$ cat src/rtl/tcc_pkg.sv
package tcc_pkg;
  typedef enum logic [1:0] {
    EDGE_OFF  = 2'b00,
    EDGE_RISE = 2'b01,
    EDGE_FALL = 2'b10,
    EDGE_BOTH = 2'b11
  } edge_sel_e;

  typedef enum logic [1:0] {
    ACT_NONE   = 2'b00,
    ACT_TOGGLE = 2'b01,
    ACT_LOW    = 2'b10,
    ACT_HIGH   = 2'b11
  } oc_act_e;

  typedef enum logic [1:0] {
    ADR_HI   = 2'd0,
    ADR_LO   = 2'd1,
    ADR_FLAG = 2'd2,
    ADR_RSVD = 2'd3
  } bus_addr_e;
endpackage

$ cat src/rtl/tcc_edge_detect.sv
module tcc_edge_detect #(
  parameter int SYNC_STAGES = 2
) (
  input  logic       clk,
  input  logic       rst_n,
  input  logic       pin_i,
  input  logic [1:0] edge_sel,
  output logic       evt_o
);
  import tcc_pkg::*;

  localparam int CHAIN_LEN = SYNC_STAGES + 1;

  logic [CHAIN_LEN-1:0] chain;
  logic                 cur, prev, rise, fall;

  always_ff @(posedge clk or negedge rst_n) begin
    if (!rst_n) chain[0] <= 1'b0;
    else        chain[0] <= pin_i;
  end

  generate
    for (genvar s = 1; s < CHAIN_LEN; s++) begin : g_stage
      always_ff @(posedge clk or negedge rst_n) begin
        if (!rst_n) chain[s] <= 1'b0;
        else        chain[s] <= chain[s-1];
      end
    end
  endgenerate

  assign cur  = chain[SYNC_STAGES-1];
  assign prev = chain[SYNC_STAGES];
  assign rise = cur & ~prev;
  assign fall = ~cur & prev;

  always_comb begin
    unique case (edge_sel_e'(edge_sel))
      EDGE_RISE: evt_o = rise;
      EDGE_FALL: evt_o = fall;
      EDGE_BOTH: evt_o = rise | fall;
      default:   evt_o = 1'b0;
    endcase
  end
endmodule

$ cat src/rtl/tcc_byte_port.sv
module tcc_byte_port #(
  parameter int BUS_W = 8
) (
  input  logic               clk,
  input  logic               rst_n,
  input  logic               bus_en,
  input  logic               bus_we,
  input  logic [1:0]         bus_addr,
  input  logic [BUS_W-1:0]   bus_wdata,
  input  logic               wr_allow,
  input  logic [2*BUS_W-1:0] chan_val,
  input  logic               flag_val,
  output logic [BUS_W-1:0]   hi_buf_o,
  output logic               lo_commit_o,
  output logic               flag_clr_o,
  output logic [BUS_W-1:0]   bus_rdata
);
  import tcc_pkg::*;

  localparam int DATA_W = 2 * BUS_W;

  logic [BUS_W-1:0] hi_buf;
  logic [BUS_W-1:0] lo_snap;
  logic             wr, rd;

  assign wr = bus_en & bus_we;
  assign rd = bus_en & ~bus_we;

  always_ff @(posedge clk or negedge rst_n) begin
    if (!rst_n) begin
      hi_buf  <= '0;
      lo_snap <= '0;
    end else begin
      if (wr && wr_allow && bus_addr == ADR_HI) hi_buf <= bus_wdata;
      if (rd && bus_addr == ADR_HI) lo_snap <= chan_val[BUS_W-1:0];
    end
  end

  assign hi_buf_o    = hi_buf;
  assign lo_commit_o = wr & wr_allow & (bus_addr == ADR_LO);
  assign flag_clr_o  = wr & (bus_addr == ADR_FLAG) & bus_wdata[0];

  always_comb begin
    unique case (bus_addr_e'(bus_addr))
      ADR_HI:   bus_rdata = chan_val[DATA_W-1:BUS_W];
      ADR_LO:   bus_rdata = lo_snap;
      ADR_FLAG: bus_rdata = {{(BUS_W-1){1'b0}}, flag_val};
      default:  bus_rdata = '0;
    endcase
  end
endmodule

$ cat src/rtl/tcc_compare.sv
module tcc_compare #(
  parameter int CNT_W = 16
) (
  input  logic             clk,
  input  logic             rst_n,
  input  logic             enable,
  input  logic [CNT_W-1:0] cnt_i,
  input  logic [CNT_W-1:0] cmp_i,
  input  logic [1:0]       oc_act,
  input  logic             flag_clr,
  output logic             match_evt_o,
  output logic             flag_o,
  output logic             pin_o
);
  import tcc_pkg::*;

  logic match_now, match_q;
  logic flag_q, pin_q;

  assign match_now   = (cnt_i == cmp_i);
  assign match_evt_o = enable & match_now & ~match_q;

  always_ff @(posedge clk or negedge rst_n) begin
    if (!rst_n) begin
      match_q <= 1'b0;
      flag_q  <= 1'b0;
      pin_q   <= 1'b0;
    end else begin
      match_q <= match_now;
      if (match_evt_o)   flag_q <= 1'b1;
      else if (flag_clr) flag_q <= 1'b0;
      if (match_evt_o) begin
        unique case (oc_act_e'(oc_act))
          ACT_TOGGLE: pin_q <= ~pin_q;
          ACT_LOW:    pin_q <= 1'b0;
          ACT_HIGH:   pin_q <= 1'b1;
          default:    pin_q <= pin_q;
        endcase
      end
    end
  end

  assign flag_o = flag_q;
  assign pin_o  = pin_q;
endmodule

$ cat src/rtl/tcc_channel.sv
module tcc_channel #(
  parameter int BUS_W       = 8,
  parameter int SYNC_STAGES = 2
) (
  input  logic                 clk,
  input  logic                 rst_n,
  input  logic [2*BUS_W-1:0]   cnt_i,
  input  logic                 pin_i,
  input  logic                 mode_oc,
  input  logic [1:0]           edge_sel,
  input  logic [1:0]           oc_act,
  input  logic                 bus_en,
  input  logic                 bus_we,
  input  logic [1:0]           bus_addr,
  input  logic [BUS_W-1:0]     bus_wdata,
  output logic [BUS_W-1:0]     bus_rdata,
  output logic                 flag_o,
  output logic                 oc_pin_o
);
  localparam int DATA_W = 2 * BUS_W;

  logic [DATA_W-1:0] chan_reg;
  logic [BUS_W-1:0]  hi_buf;
  logic              edge_evt, cap_fire, lo_commit, flag_clr, match_evt;

  tcc_edge_detect #(.SYNC_STAGES(SYNC_STAGES)) u_edge (
    .clk      (clk),
    .rst_n    (rst_n),
    .pin_i    (pin_i),
    .edge_sel (edge_sel),
    .evt_o    (edge_evt)
  );

  assign cap_fire = edge_evt & ~mode_oc;

  tcc_byte_port #(.BUS_W(BUS_W)) u_port (
    .clk         (clk),
    .rst_n       (rst_n),
    .bus_en      (bus_en),
    .bus_we      (bus_we),
    .bus_addr    (bus_addr),
    .bus_wdata   (bus_wdata),
    .wr_allow    (mode_oc),
    .chan_val    (chan_reg),
    .flag_val    (flag_o),
    .hi_buf_o    (hi_buf),
    .lo_commit_o (lo_commit),
    .flag_clr_o  (flag_clr),
    .bus_rdata   (bus_rdata)
  );

  always_ff @(posedge clk or negedge rst_n) begin
    if (!rst_n)         chan_reg <= '0;
    else if (cap_fire)  chan_reg <= cnt_i;
    else if (lo_commit) chan_reg <= {hi_buf, bus_wdata};
  end

  tcc_compare #(.CNT_W(DATA_W)) u_cmp (
    .clk         (clk),
    .rst_n       (rst_n),
    .enable      (mode_oc),
    .cnt_i       (cnt_i),
    .cmp_i       (chan_reg),
    .oc_act      (oc_act),
    .flag_clr    (flag_clr),
    .match_evt_o (match_evt),
    .flag_o      (flag_o),
    .pin_o       (oc_pin_o)
  );
endmodule

$ cat config.mk
export PLATFORM = sky130hd
export DESIGN_NAME = tcc_channel
export DESIGN_NICKNAME = d
export VERILOG_FILES = /design/src/rtl/tcc_pkg.sv /design/src/rtl/tcc_edge_detect.sv /design/src/rtl/tcc_byte_port.sv /design/src/rtl/tcc_compare.sv /design/src/rtl/tcc_channel.sv
export SDC_FILE = /design/constraint.sdc
export NUM_CORES = 1
export LEC_CHECK = 0
export BUFFER_PORTS_ARGS = -buffer_cell sky130_fd_sc_hd__buf_2
export CAP_MARGIN = 20
export CORE_MARGIN = 3
export CORE_UTILIZATION = 55
export CTS_CLUSTER_SIZE = 25
export DETAILED_ROUTE_END_ITERATION = 16
export MAX_ROUTING_LAYER = met4
export PLACE_DENSITY = 0.89
export SYNTH_ARGS = -nofsm -noshare
export SYNTH_HDL_FRONTEND = slang
export SYNTH_HIERARCHICAL = 1
export SYNTH_SLANG_ARGS = --single-unit
$ cat constraint.sdc
create_clock -name clk -period 5 [get_ports clk]
set_input_delay 1 -clock clk [delete_from_list [all_inputs] [get_ports clk]]
set_output_delay 1 -clock clk [all_outputs]
set_load 0.05 [all_outputs]
==> impl_metrics.py <==
metrics = {
    "clock_network": {
        "cts_buffer_depth": 2,
        "cts_root_buf": "clkbuf_8",
        "cts.sink_count": 38,
        "cts_tree": "yes",
        "cts.htree.levels": 2,
        "cts_setup_buffers": 0,
        "cts_resized": 0,
        "path_clk_slew_ns": 0.06,
        "cts_buffers": 5,
        "hold_buffers": 0,
        "clk_latency_ns": 0.30,
    },
    "setup_path": {
        "cp.arrival_ns": 1.83,
        "slowest_delay_ns": 0.29,
        "critical_path.startpoint": "bus_addr[0]",
        "crit_chain": "buf_2, mux2i_1, nor2_1, buf_2",
        "rr_endpoint": "chan_reg[11]",
        "rrSetupSlack_ns": 2.81,
        "worst-endpoint-required_ns": 4.00,
        "cp.buffers_inverters": 2,
        "reg2regPathDepth": 7,
        "cp-start-kind": "primary input",
        "path_common_cell": "buf_2",
        "path_max_fanout": 12,
        "critical-path-top-delay-family": "buffers and inverters",
        "r2r-start": "u_edge/cur",
        "setup.worst_path.class": "primary input to output port",
        "endpoint_kind": "output port",
        "critPathSlowestCell": "buf_2",
    },
    "synth": {
        "synthTopCellsByArea": "dfrtp_1 45%, mux2_2 15%, mux2_4 14%",
        "synth-seq-area-share": 0.451,
        "synth_fp_nets": 194,
        "synth-seq-cells": 38,
        "syn_inst": 156,
        "syn_avg_cell_area_um2": 13.5,
        "yosysWarningCount": 6,
        "synth_area_leader_cell": "dfrtp_1",
        "synth.distinct_cells": 30,
        "synth_area_mm2": 0.00211,
        "synth_top_area_frac": 0.451,
    },
    "final_layout": {
        "area_growth_pct": 16.6,
        "diodes": 0,
        "stdcell_count": 250,
        "post-route-cell-area_mm2": 0.00246,
        "mostFrequentLayoutCell": "buf_2",
        "drive_gt1_frac": 0.529,
        "final_util": 0.698,
        "largest_reg_flops": 16,
        "final_nets": 241,
        "final_cell_mix": "45 x buf_2, 38 x dfrtp_1, 28 x mux2_2, 20 x mux2_4, 16 x xnor2_1",
    },
    "min_path": {
        "worst_hold_path_type": "flip-flop to flip-flop",
        "min_path_cells": 0,
        "holdCritStartpoint": "u_edge/chain[0]",
        "whs_endpoint": "u_edge/cur",
    },
    "sta": {
        "finalCritPeriodShare": 0.566,
        "finalSetupViolCount": 0,
        "skew_ns": 0.00965,
        "rsz0062_at_grt": "no",
        "fmax_ghz": 0.353,
        "hold_violations": 0,
        "slew_headroom": 0.316,
        "layout_min_cycle_time_ns": 2.83,
        "setup_ws_ns": 2.17,
        "setup_tns_ns": 0,
        "maxSlewViolCount": 0,
        "worst_pin_slew_ns": 1.03,
    },
    "pwr": {
        "power_switching_uw": 300,
        "leakage_nw": 1.16,
        "powerDensity_mw_per_mm2": 411,
        "share_seq_of_total_power": 0.444,
        "swShare": 0.297,
        "p_clk_frac": 0.252,
        "ir_drop_mv": 0.234,
        "p_int_uw": 710,
        "comb_power_share": 0.305,
    },
    "routing": {
        "drt-initial-drc-count": 36,
        "ant_nets": 0,
        "drcViolationCount": 0,
        "firstDrtPassIters": 4,
        "vias": 1339,
        "viasPerCell": 5.36,
        "avgRoutedWirePerCell_um": 16.3,
        "drt_wl_total_um": 4070,
    },
    "grt": {
        "antenna_found_initial": 0,
        "grt.overflow.total": 0,
        "grt_pass1_wl_um": 6610,
        "globalRouteTotalUtil": 0.209,
        "grt_pass1_vias": 1407,
        "grt_max_degree": 39,
    },
    "placement": {
        "dpl.cell_count": 242,
        "dpl_cell_area_mm2": 0.00235,
        "place_ws_ns": 2.07,
        "portBuffers": 45,
        "place_congestion": 0.809,
        "hpwl_um": 3020,
    },
    "floorplanning": {
        "die_area_mm2": 0.00461,
        "placementRows": 21,
        "pin_count": 46,
        "initial_core_util": 0.599,
        "die-height_um": 67.9,
        "die_w_um": 67.9,
        "core-area_mm2": 0.00352,
    },
    "status": {
        "status": "finished clean",
    },
    "flow_run": {
        "drv_cap": 0,
    },
}
==> final cells by class <==
cell class | instances | area [um2]
sequential | 38 | 951
clock inverter | 1 | 30.0
multi-input combinational | 107 | 1090
fill | 272 | 1060
tap | 46 | 57.6
inverter | 5 | 18.8
timing repair buffer | 46 | 233
clock buffer | 7 | 76.3
==> power by group through the flow <==
| stage | Sequential (mW) | Combinational [mW] | Clock, mW |
|---|---|---|---|
| 3_3_place_gp | 0.449 | 0.301 | 0 |
| 4_1_cts | 0.448 | 0.310 | 0.258 |
| 3_5_place_dp | 0.453 | 0.309 | 0 |
| 5_1_grt | 0.460 | 0.336 | 0.270 |
| 2_1_floorplan | 0.433 | 0.249 | 0 |
| 6_report | 0.448 | 0.308 | 0.254 |
==> worst max path at each step <==
stage | to | slack (ns) | cells past startpoint
2_1_floorplan | bus_rdata[0] | 1.60 | 3
3_3_place_gp | chan_reg[14] | 2.11 | 5
3_5_place_dp | chan_reg[15] | 2.07 | 5
4_1_cts | bus_rdata[2] | 2.16 | 4
5_1_grt | bus_rdata[0] | 2.06 | 4
6_report | bus_rdata[2] | 2.17 | 4
==> kinds of logic after synthesis <==
family / count (synthesis) / share of synthesized area
compound gates: 7 / 0.0202
flops: 38 / 0.451
xor+xnor: 16 / 0.0665
simple gates: 26 / 0.0866
fa+ha+maj: 2 / 0.0119
buf+inv: 11 / 0.0338
mux: 56 / 0.330
==> per-stage QoR <==
stage               hold WS (ns)  total power, mW
floorplan                  0.331            0.682
global placement           0.335            0.749
detailed placement         0.336            0.762
CTS                        0.360             1.02
global route               0.373             1.07
finish                     0.357             1.01
==> Yosys cell counts <==
master and instances:
a21o_2 1, a21oi_1 1, a41oi_1 1, and3_4 1, buf_12 1, buf_2 2
buf_4 1, buf_6 1, clkbuf_1 1, dfrtp_1 38, ha_1 2, inv_1 5
mux2_2 28, mux2_4 20, mux2i_1 8, nand2_1 1, nand2b_1 1, nand2b_4 1
nand3_1 2, nand3_2 1, nand3b_1 1, nand4_1 4, nor2_1 8, nor2b_1 2
nor3_4 2, nor3b_1 1, nor4_2 1, o21ai_0 2, o21ai_1 2, xnor2_1 16
==> per-layer routing <==
layer  wire (um)  share of wire  GRT usage  vias to the layer above
met5           0              0          -                        -
met3         216          0.053     0.0394                        8
li1            -              -          -                      644
met1        1880           0.46      0.269                      654
met2        1890           0.46      0.312                       33
met4          73          0.018      0.112                        0
(Power assumes the default switching activity.)
